--- src/rtl/lbk_pkg.sv ---
package lbk_pkg;

    localparam int unsigned WORD_W = 16;

    // A transmitted word as held while its echo is awaited
    typedef struct packed {
        logic [WORD_W-1:0] data;
        logic              cmd_sync;
        logic              last;
    } tx_word_t;

    // A decoded echo with the decoder's error flags
    typedef struct packed {
        logic [WORD_W-1:0] data;
        logic              cmd_sync;
        logic              parity;
        logic              sync_err;
        logic              manch_err;
        logic              bitcnt_err;
    } rx_word_t;

    typedef enum logic [1:0] {
        CAUSE_NONE    = 2'd0,
        CAUSE_LINE    = 2'd1,
        CAUSE_PARITY  = 2'd2,
        CAUSE_COMPARE = 2'd3
    } fail_cause_t;

    // Odd parity: data plus parity bit hold an odd number of ones
    function automatic logic parity_is_odd(logic [WORD_W-1:0] d, logic p);
        return ^{d, p};
    endfunction

endpackage

--- src/rtl/lbk_pending.sv ---
module lbk_pending
    import lbk_pkg::*;
#(
    parameter int unsigned TIMEOUT = 24
) (
    input  logic     clk,
    input  logic     rst,
    input  logic     clr,
    input  logic     load,
    input  tx_word_t load_word,
    input  logic     consume,
    output logic     pend_q,
    output tx_word_t word_q,
    output logic     timeout_evt,
    output logic     displace_evt
);
    localparam int unsigned CNT_W = (TIMEOUT < 2) ? 1 : $clog2(TIMEOUT);
    localparam logic [CNT_W-1:0] LIMIT = CNT_W'(TIMEOUT - 1);

    logic [CNT_W-1:0] cnt_q;

    assign timeout_evt  = pend_q && !consume && !load && (cnt_q == LIMIT);
    assign displace_evt = pend_q && !consume && load;

    always_ff @(posedge clk) begin
        if (rst || clr) begin
            pend_q <= 1'b0;
            cnt_q  <= '0;
            word_q <= '0;
        end else if (load) begin
            pend_q <= 1'b1;
            cnt_q  <= '0;
            word_q <= load_word;
        end else if (consume || timeout_evt) begin
            pend_q <= 1'b0;
            cnt_q  <= '0;
        end else if (pend_q) begin
            cnt_q  <= cnt_q + 1'b1;
        end
    end

    // an expired window drops the pending word
    p_window_expiry_r6: assert property (@(posedge clk) disable iff (rst)
        (pend_q && !consume && !load && !clr && cnt_q == LIMIT) |=> !pend_q)
        else $error("window expiry did not drop pending word");

    // a load always leaves a fresh pending word with a restarted window
    p_load_restarts_r7: assert property (@(posedge clk) disable iff (rst)
        (load && !clr) |=> (pend_q && cnt_q == '0))
        else $error("load did not restart window");

endmodule

--- config.mk ---
export PLATFORM = sky130hd
export DESIGN_NAME = lbk_pending
export DESIGN_NICKNAME = d
export VERILOG_FILES = /design/src/rtl/lbk_pkg.sv /design/src/rtl/lbk_pending.sv
export SDC_FILE = /design/constraint.sdc
export NUM_CORES = 1
export LEC_CHECK = 0
export CORE_MARGIN = 5
export CORE_UTILIZATION = 36
export DETAILED_ROUTE_END_ITERATION = 10
export PLACE_DENSITY = 0.71
export SETUP_SLACK_MARGIN = 0.05
export SLEW_MARGIN = 30
export SYNTH_ARGS = -nofsm -noshare
export SYNTH_HDL_FRONTEND = slang
export SYNTH_SLANG_ARGS = --single-unit
export TNS_END_PERCENT = 50
--- constraint.sdc ---
create_clock -name clk -period 1.2 [get_ports clk]
set_input_delay 0.24 -clock clk [delete_from_list [all_inputs] [get_ports clk]]
set_output_delay 0.24 -clock clk [all_outputs]
set_load 0.01 [all_outputs]
### Word-level counts from Yosys, hierarchy flattened

Index checks and enable logic that the tools add are counted.
Widths: inputs -> output; s select.

* input bits: 23
* output and inout port bits: 21
* flip-flop bits (word level): 24
* word-level logic and storage cells: 19

* multiplexer cells: 2
* reductions and logical operators: 10
* equal/unequal tests: 1
* add/subtract/negate cells: 1

Operator list (count)
* $add 5x1->5 const B: 1
* $eq 5x5->1 const B: 1
* $logic_and 1x1->1: 4
* $reduce_or 3->1: 1
* $logic_not 1->1: 2
* $logic_or 1x1->1: 2
* $mux 1: 2
* $reduce_bool 2->1: 1

### Logic depth before layout (Yosys ltp)

* depth in word-level cells: 7
* mapped depth: 4

### Least setup slack after synthesis

No wires, ideal clock.

* path kind: register to output
* start: register cnt_q[0]
* end: output port timeout_evt
* data arrival time: 1.022 ns
* cell stages (with the launch flop): 4
* slack: -0.062 ns
* path through: dfxtp_1 -> ha_1 -> nand3_2 -> nor4_4

* cells in the longest elaborated chain, start to end: 2

RTL lines
* start: declaration: RTL line lbk_pending.sv:20 `logic [CNT_W-1:0] cnt_q;`
* start signal: assignment: RTL line lbk_pending.sv:38 `cnt_q <= cnt_q + 1'b1;`
* $eq 5x5->1: RTL line lbk_pending.sv:22 `assign timeout_evt = pend_q && !consume && !load && (cnt_q == LIMIT);`
* $logic_and 1x1->1: RTL line lbk_pending.sv:22
* end: declaration: RTL line lbk_pending.sv:14 `output logic timeout_evt,`

No other way between the ends.

### Worst setup path in the final report

Same ends and word-level chain as after synthesis.

==> results.tsv <==
metric	value	unit
status	complete, but fails checks	
violations	setup timing	
hp-class	in -> reg	
cp-start-kind	flip-flop	
cts_hold_buf	0	
dieArea	3740	um^2
pre_cts_slack	-0.632	ns
wl_met2	1340	um
die_x	61.2	um
clock-sinks	24	
p_leak	0.735	nW
dr.pass1.iters	2	
drive_gt1_share	51.0	%
worst_pin_slew	0.212	ns
core-area	2500	um^2
numCtsBuffers	3	
holdPathStages	4	
routed.top_layer	met4	
drtAntennaViolNets	0	
grt.total_usage	14.7	%
drv_slew	0	
skew	0.00272	ns
finalSetupViolations	4	
path_buf_inv	1	
peakVddDrop	0.609	mV
wl_met1	1040	um
final_cell_area	1610	um^2
slowest_delay	0.38	ns
area_growth	70.4	%
grt_max_degree	20	
num_io_pins	44	
avgRoutedWirePerCell	14.2	um
crit_type	reg -> out	
most-common-layout-cells	mux2i_1 (19), nor2_1 (19), clkdlybuf4s50_1 (18), dfxtp_2 (17), buf_4 (17)	
cts_tree	built	
dr_wl_met3	179	um
gp_congestion	0.701	
avgViaCountPerCell	4.74	
worst_setup_path_end_kind	output port	
dpl_cell_area	1490	um^2
power	1.48	mW
cp.depth	4	
post-route-min-period	1.49	ns
port-buffer-count	43	
drc	0	
synthCells	89	
antenna_cells	0	
cts-htree-levels	1	
die_y	61.2	um
fmax	672	MHz
fin_ws	-0.288	ns
async_flop_share	0	%
hold_viol	0	
critPathSlowestCell	dfxtp_2	
syn_area	942	um^2
max-cap-violations	0	
clk_latency	0.30	ns
clk_pin_slew	0.13	ns
fin_crit_sh	124	%
synth_edf_count	0	
path_cells	ha_4, nand3_4, nor4_4, buf_2	
wl	2590	um
grt_setup_unrepaired	true	
hpwlAfterDp	1790	um
cellPowerDensity	920	nW/um^2
rows	18	
syn_area_per_cell	10.6	um^2
arrival	1.25	ns
synth-seq-cells	24	
start_util	37.7	%
crit_family	flip-flops	
cts_buffer_depth	2	
gr-total-overflow	0	
grt_pass1_wl	4130	um
path_max_fanout	2	
ys_seq_area_share	51.0	%
ff2ff_path_depth	5	
fin_util	64.2	%
hold_ws	0.371	ns
cp_data_required_time	0.96	ns
grt_pass1_vias	949	
syn_nets	113	
antenna_found_initial	0	
max_slew_margin	85.8	%
first_iter_violations	6	
synth-main-ff-cell	dfxtp_1	
yosysWarnings	0	
synth.distinct_cells	22	
cts_root_buf	clkbuf_4	
layout.nets	178	
vias	867	
logic make-up (layout without fill, tap and decap cells):
logic type      count (synthesis)  count (layout)  synth area share [%]
simple gates                   33              33                  19.5
flops                          24              24                  51.0
mux                            19              19                  20.2
buf+inv                         6              70                  3.58
compound gates                  4               4                  2.52
xor+xnor                        2               2                  1.86
fa+ha+maj                       1               1                  1.33
worst min-delay path: stages:
cell and delay, ns:
dlymetal6s2s_1 0.08, or2_1 0.12, or3_4 0.17, a21oi_2 0.04
synthesized netlist by cell type (2+ instances only):
| library cell | instances | area, um^2 |
|---|---|---|
| a21oi_1 | 3 | 15.0 |
| buf_2 | 3 | 15.0 |
| buf_4 | 2 | 15.0 |
| dfxtp_1 | 24 | 480 |
| mux2i_1 | 19 | 190 |
| nand2_1 | 3 | 11.3 |
| nor2_1 | 19 | 71.3 |
| nor3_2 | 2 | 20.0 |
stage by stage:
step,std cells,TNS [ns]
floorplan,89,-0.0277
global placement,169,-7.08
detailed placement,169,-7.82
CTS,179,-0.570
global route,183,-0.751
finish,183,-0.513
per-layer routing:
| layer | up-vias | track usage, % |
|---|---|---|
| met2 | 26 | 27.5 |
| met3 | 4 | 5.24 |
| met5 | - | 0 |
| met4 | 0 | 4.02 |
| met1 | 406 | 15.3 |
| li1 | 431 | - |
worst paths after layout:
kind	from	endpoint	slack [ns]
max	cnt_q[0]	timeout_evt	-0.29
min	rst	cnt_q[3]	0.37
max reg2reg	cnt_q[0]	cnt_q[4]	-0.14
min reg2reg	word_q[16]	word_q[16]	0.50
report_power, final:
group | leakage [nW] | total [mW] | internal (mW) | switching, mW
clock | 0.0210 | 0.410 | 0.185 | 0.226
sequential | 0.203 | 0.831 | 0.821 | 0.0106
combinational | 0.511 | 0.235 | 0.140 | 0.0947
layout make-up:
cell class | instances | area, um^2
well taps | 30 | 37.5
flip-flops and latches | 24 | 502
clock buffers | 4 | 36.3
inverters | 1 | 3.75
repair buffers | 65 | 531
fillers | 218 | 895
multi-input cells | 59 | 495
timing repair:
item / 4_1_cts / 5_1_grt
endpoints found under the setup margin: 28 / 26
resized for setup: 70 / 43
pin swaps: 6 / 9
setup buffers: 6 / 9
flip-flops by register name, indices dropped and copies added (netlist names):
signal,flops
cnt_q,5
pend_q,1
word_q,18
Power figures use the tool's default switching activity.
